$ cat src/rtl/crc_dibit_pkg.sv
package crc_dibit_pkg;
  typedef enum logic {
    PH_PAYLOAD = 1'b0,
    PH_TRAILER = 1'b1
  } tx_phase_e;
endpackage

$ cat src/rtl/crc_byte_step.sv
module crc_byte_step #(
  parameter int          CRC_W  = 32,
  parameter int          DATA_W = 8,
  parameter logic [31:0] POLY   = 32'hEDB88320
) (
  input  logic [CRC_W-1:0]  crc_in,
  input  logic [DATA_W-1:0] data_in,
  output logic [CRC_W-1:0]  crc_out
);
  logic [CRC_W-1:0] acc;

  always_comb begin
    acc = crc_in;
    for (int i = 0; i < DATA_W; i++) begin
      if (acc[0] ^ data_in[i]) acc = (acc >> 1) ^ POLY[CRC_W-1:0];
      else                     acc = acc >> 1;
    end
    crc_out = acc;
  end
endmodule

$ cat src/rtl/sym_shift_unit.sv
module sym_shift_unit #(
  parameter int REG_W = 32,
  parameter int SYM_W = 2,
  parameter int CNT_W = 5
) (
  input  logic             clk,
  input  logic             rst_n,
  input  logic             load,
  input  logic [REG_W-1:0] load_val,
  input  logic [CNT_W-1:0] load_cnt,
  input  logic             shift,
  output logic [SYM_W-1:0] sym,
  output logic [CNT_W-1:0] left
);
  logic [REG_W-1:0] sh_q;

  always_ff @(posedge clk or negedge rst_n) begin
    if (!rst_n) begin
      sh_q <= '0;
      left <= '0;
    end else if (load) begin
      sh_q <= load_val;
      left <= load_cnt;
    end else if (shift && left != '0) begin
      sh_q <= sh_q >> SYM_W;
      left <= left - CNT_W'(1);
    end
  end

  assign sym = sh_q[SYM_W-1:0];
endmodule

$ cat src/rtl/crc_dibit_tx.sv
module crc_dibit_tx #(
  parameter int          DATA_W = 8,
  parameter int          CRC_W  = 32,
  parameter int          SYM_W  = 2,
  parameter logic [31:0] POLY   = 32'hEDB88320
) (
  input  logic              clk,
  input  logic              rst_n,
  input  logic              s_valid,
  output logic              s_ready,
  input  logic [DATA_W-1:0] s_data,
  input  logic              s_last,
  input  logic              sym_stb,
  output logic              tx_valid,
  output logic [SYM_W-1:0]  tx_sym,
  output logic              crc_done
);
  import crc_dibit_pkg::*;

  localparam int BYTE_SYMS = DATA_W / SYM_W;
  localparam int CRC_SYMS  = CRC_W / SYM_W;
  localparam int CNT_W     = $clog2(CRC_SYMS + 1);

  tx_phase_e        phase_q;
  logic             last_pend_q;
  logic [CRC_W-1:0] crc_q;
  logic [CRC_W-1:0] crc_next;
  logic [CNT_W-1:0] left;
  logic             take, final_sym, accept, start_trailer;
  logic             load;
  logic [CRC_W-1:0] load_val;
  logic [CNT_W-1:0] load_cnt;

  assign take          = sym_stb && (left != '0);
  assign final_sym     = take && (left == CNT_W'(1));
  assign s_ready       = (phase_q == PH_PAYLOAD) &&
                         ((left == '0) || (final_sym && !last_pend_q));
  assign accept        = s_valid && s_ready;
  assign start_trailer = (phase_q == PH_PAYLOAD) && final_sym && last_pend_q;

  assign load     = accept || start_trailer;
  assign load_val = accept ? {{(CRC_W-DATA_W){1'b0}}, s_data} : ~crc_q;
  assign load_cnt = accept ? CNT_W'(BYTE_SYMS) : CNT_W'(CRC_SYMS);

  crc_byte_step #(.CRC_W(CRC_W), .DATA_W(DATA_W), .POLY(POLY)) u_step (
    .crc_in  (crc_q),
    .data_in (s_data),
    .crc_out (crc_next)
  );

  sym_shift_unit #(.REG_W(CRC_W), .SYM_W(SYM_W), .CNT_W(CNT_W)) u_shift (
    .clk      (clk),
    .rst_n    (rst_n),
    .load     (load),
    .load_val (load_val),
    .load_cnt (load_cnt),
    .shift    (take),
    .sym      (tx_sym),
    .left     (left)
  );

  always_ff @(posedge clk or negedge rst_n) begin
    if (!rst_n) begin
      phase_q     <= PH_PAYLOAD;
      last_pend_q <= 1'b0;
      crc_q       <= '1;
      crc_done    <= 1'b0;
    end else begin
      crc_done <= (phase_q == PH_TRAILER) && final_sym;
      if (accept) begin
        crc_q       <= crc_next;
        last_pend_q <= s_last;
      end else if (start_trailer) begin
        crc_q       <= '1;
        last_pend_q <= 1'b0;
      end
      if (start_trailer)                            phase_q <= PH_TRAILER;
      else if (phase_q == PH_TRAILER && final_sym)  phase_q <= PH_PAYLOAD;
    end
  end

  assign tx_valid = (left != '0);
endmodule

$ cat config.mk
export PLATFORM = sky130hd
export DESIGN_NAME = crc_dibit_tx
export DESIGN_NICKNAME = d
export VERILOG_FILES = /design/src/rtl/crc_dibit_pkg.sv /design/src/rtl/crc_byte_step.sv /design/src/rtl/sym_shift_unit.sv /design/src/rtl/crc_dibit_tx.sv
export SDC_FILE = /design/constraint.sdc
export NUM_CORES = 1
export LEC_CHECK = 0
export ABC_AREA = 1
export BUFFER_PORTS_ARGS = -buffer_cell sky130_fd_sc_hd__buf_2
export CAP_MARGIN = 20
export CORE_ASPECT_RATIO = 0.7
export CORE_MARGIN = 8
export CORE_UTILIZATION = 55
export CTS_BUF_LIST = sky130_fd_sc_hd__clkbuf_2
export CTS_CLUSTER_SIZE = 25
export DETAILED_ROUTE_END_ITERATION = 6
export PLACE_DENSITY = 0.71
export SYNTH_ARGS = -nofsm -noshare
export SYNTH_HDL_FRONTEND = slang
export SYNTH_SLANG_ARGS = --single-unit
$ cat constraint.sdc
create_clock -name clk -period 2.1 [get_ports clk]
set_input_delay 0.21 -clock clk [delete_from_list [all_inputs] [get_ports clk]]
set_output_delay 0.21 -clock clk [all_outputs]
set_load 0.01 [all_outputs]
==> results.txt <==
Max-cap violations -> 0
vias in the first global route -> 4079
CP Data Required Time -> 1.89 ns
Total Wirelength -> 12000 µm
setup violators final -> 1
post-DR vias/cell -> 5.24
Comb power frac -> 0.531
Final ANT Viol Nets -> 0
kind of critical path -> reg2out
Clock Latency Late Sink -> 0.55 ns
Crit-path slowest cell -> dfrtp_1
yosys warns -> 0
switching power -> 3.41 mW
DPL Wire Length -> 8350 µm
Pleak -> 2.86 nW
sequential share of the synthesized area -> 0.405
Critical Path Max Stage Delay -> 0.44 ns
Clock power frac -> 0.131
port bufs -> 17
CP Launch Type -> flip-flop
final net count -> 712
initial antenna violation count -> 0
initial drt markers -> 371
grt met1 use -> 0.288
CTS buffer count -> 9
core box area -> 7940 µm²
fin cells -> 802
Setup Skew -> 0.0285 ns
final instance area -> 5310 µm²
Clk pin slew, worst setup/hold paths -> 0.21 ns
layout cells sized above 1 -> 0.184
Initial Util -> 0.573
Post-Syn Nets -> 662
pwr/cell area -> 1460 nW/µm²
fmax -> 0.458 GHz
total power -> 7.77 mW
post-synthesis cell type count -> 34
first-pass GRT wire length -> 19600 µm
outcome -> finished, violations left
minimum clock period -> 2.18 ns
Syn-to-layout area delta -> 16.6%
Crit path arrival time -> 1.97 ns
IO Pins -> 18
largest net degree at the start of global routing -> 43
GP Congestion -> 0.918
GRT Max-Usage Layer -> met2
placed cell count -> 771
slew at the pin closest to its max-slew limit -> 0.425 ns
fin util -> 0.668
std cell rows -> 27
die width -> 125 µm
Worst setup EP type -> output port
Pint -> 4.36 mW
Area contributors post-synth -> dfrtp_1 (22%), dfstp_2 (18%), nand2_1 (17%), inv_1 (8.4%), xor2_1 (5.8%)
fin worst setup slack -> -0.0840 ns
DRC -> 0
worst-path maximum fanout -> 4
Area after DPL -> 4920 µm²
worst vdd ir -> 0.000807 V
most frequent cells in the layout -> nand2_1 (204), inv_1 (99), nor2_1 (61)
DRT Pass-1 Iters -> 5
CTS Root Cell -> clkbuf_2
switch share -> 0.439
ant diodes -> 0
Tot GR Track Use -> 0.210
met3 Use GR -> 0.0535
Die H -> 92.1 µm
RSZ-0062 raised after global routing -> true
syn avg cell area -> 7.04 µm²
worst hold path class -> in2reg
flops & latches, synth -> 72
Sink Count -> 72
most common cell after layout, fill and taps aside -> nand2_1
setup TNS -> -0.0840 ns
DR vias -> 4199
Slew HR -> 0.716
Syn Inst Count -> 646
met2 Use GR -> 0.320
Most common cell on crit path -> nand2_2
Synth Cell Area -> 4550 µm²
maximum clock path buffer count -> 2
total congestion overflow -> 0
die area -> 11500 µm²
crit-path cells -> inv_2 -> ha_1 -> nand2_1 -> nor2_2 -> nand4_1 -> nand2_2 -> buf_6 -> nand2_2 -> inv_1 -> buf_2
fin crit share -> 1.04
power share of the sequential group -> 0.338
family with the most delay on the worst path -> flip-flops
leading area contributor after synthesis -> dfrtp_1
Fin. Hold Viols -> 0
failing checks -> setup timing
final-report max-slew violation count -> 0
Routed WL per cell -> 14.9 µm
Buf/Inv on CP -> 4
H-tree depth -> 3
Synth top area share -> 0.220
CTS tree -> done
[cells in the mapped netlist]
library cell	count
dfrtp_1	40
inv_2	5
nand3_2	1
o21a_1	1
o31ai_1	1
or2_2	1
clkbuf_1	4
ha_1	3
nand3b_1	1
a21boi_4	1
xnor2_1	19
nand2_1	206
or2_1	1
nor3_1	2
inv_1	102
nand3_4	1
nand4_1	11
o21ai_1	24
buf_4	2
buf_2	15
dfstp_2	32
a31oi_1	1
nand2_2	5
or2_0	6
o22ai_1	3
o21ai_0	14
nand3_1	29
nor2_1	63
clkinv_1	1
nor3_4	1
nor2_2	1
xor2_1	30
a21oi_1	14
a22oi_1	5
[state kept, by name (all words and copies together), names as in the netlist]
name / count
u_shift.sh_q: 32
last_pend_q: 1
crc_q: 32
phase_q: 1
crc_done: 1
u_shift.left: 5
[what timing repair did]
action,4_1_cts,5_1_grt
setup endpoints to repair,32,37
hold buffers,2,0
hold endpoints to repair,53,0
pin swaps,3,8
resized for setup,12,17
setup buffers,7,5
gates cloned,0,2
[path summary, 6_finish.rpt]
kind	slack (ns)	startpoint	cells after the start	endpoint
min in group asynchronous	0.11	rst_n	2	u_shift.left[1]
worst min register to register	0.51	u_shift.sh_q[7]	2	u_shift.sh_q[7]
worst max-delay path	-0.08	u_shift.left[1]	10	s_ready
worst max register to register	0.08	u_shift.left[1]	13	u_shift.sh_q[28]
worst min-delay path	0.06	s_data[5]	5	u_shift.sh_q[5]
max in group asynchronous	1.36	rst_n	3	crc_q[18]
[area by class of cell]
type                            instances  area [µm²]
Clock buffer                           10        50.0
Clock inverter                          6         108
Fill cell                             679        2630
Inverter                              108         423
Multi-Input combinational cell        445        2250
Sequential cell                        72        1840
Tap cell                              101         126
Timing Repair Buffer                   60         507
[power by group through the flow]
| stage | clock network, mW | registers [mW] | logic (mW) |
|---|---|---|---|
| after CTS | 1.05 | 2.61 | 3.99 |
| after detailed placement | 0 | 2.64 | 3.84 |
| after global placement | 0 | 2.61 | 3.73 |
| final | 1.02 | 2.63 | 4.12 |
| after floorplan | 0 | 2.51 | 2.89 |
| after global routing | 1.09 | 2.70 | 4.65 |
[cells by family (layout without fill, tap and decap cells)]
| logic type | after synthesis | after routing | share of synthesized area |
|---|---|---|---|
| buffers and inverters | 129 | 184 | 0.112 |
| AND/OR/NAND/NOR | 329 | 329 | 0.302 |
| flip-flops | 72 | 72 | 0.405 |
| adder cells (fa/ha/maj) | 3 | 3 | 0.00825 |
| XOR/XNOR | 49 | 49 | 0.0944 |
| AO/OA/AOI/OAI | 64 | 64 | 0.0784 |
[per-layer routing]
layer	part of all wire	up-vias
met5	0	-
met3	0.067	10
met2	0.44	121
met1	0.48	2003
met4	0.0078	0
li1	-	2065
[metrics by stage]
step	hold slack (ns)	worst slack, ns
4_1_cts	0.0298	-0.102
3_3_place_gp	0.174	0.133
3_5_place_dp	0.176	-0.0443
5_1_grt	0.0599	-0.167
2_1_floorplan	-0.0856	0.127
6_report	0.0591	-0.0840
[worst register-to-register path, delay by kind of cell, from the launching register on]
family                   cells  cell delay (ns)
AND/OR/NAND/NOR              4             0.42
flip-flops                   1             0.41
AO/OA/AOI/OAI                2             0.26
adder cells (fa/ha/maj)      1             0.16
buffers and inverters        6             0.69
Note: power is estimated with default switching activity, not from simulation.
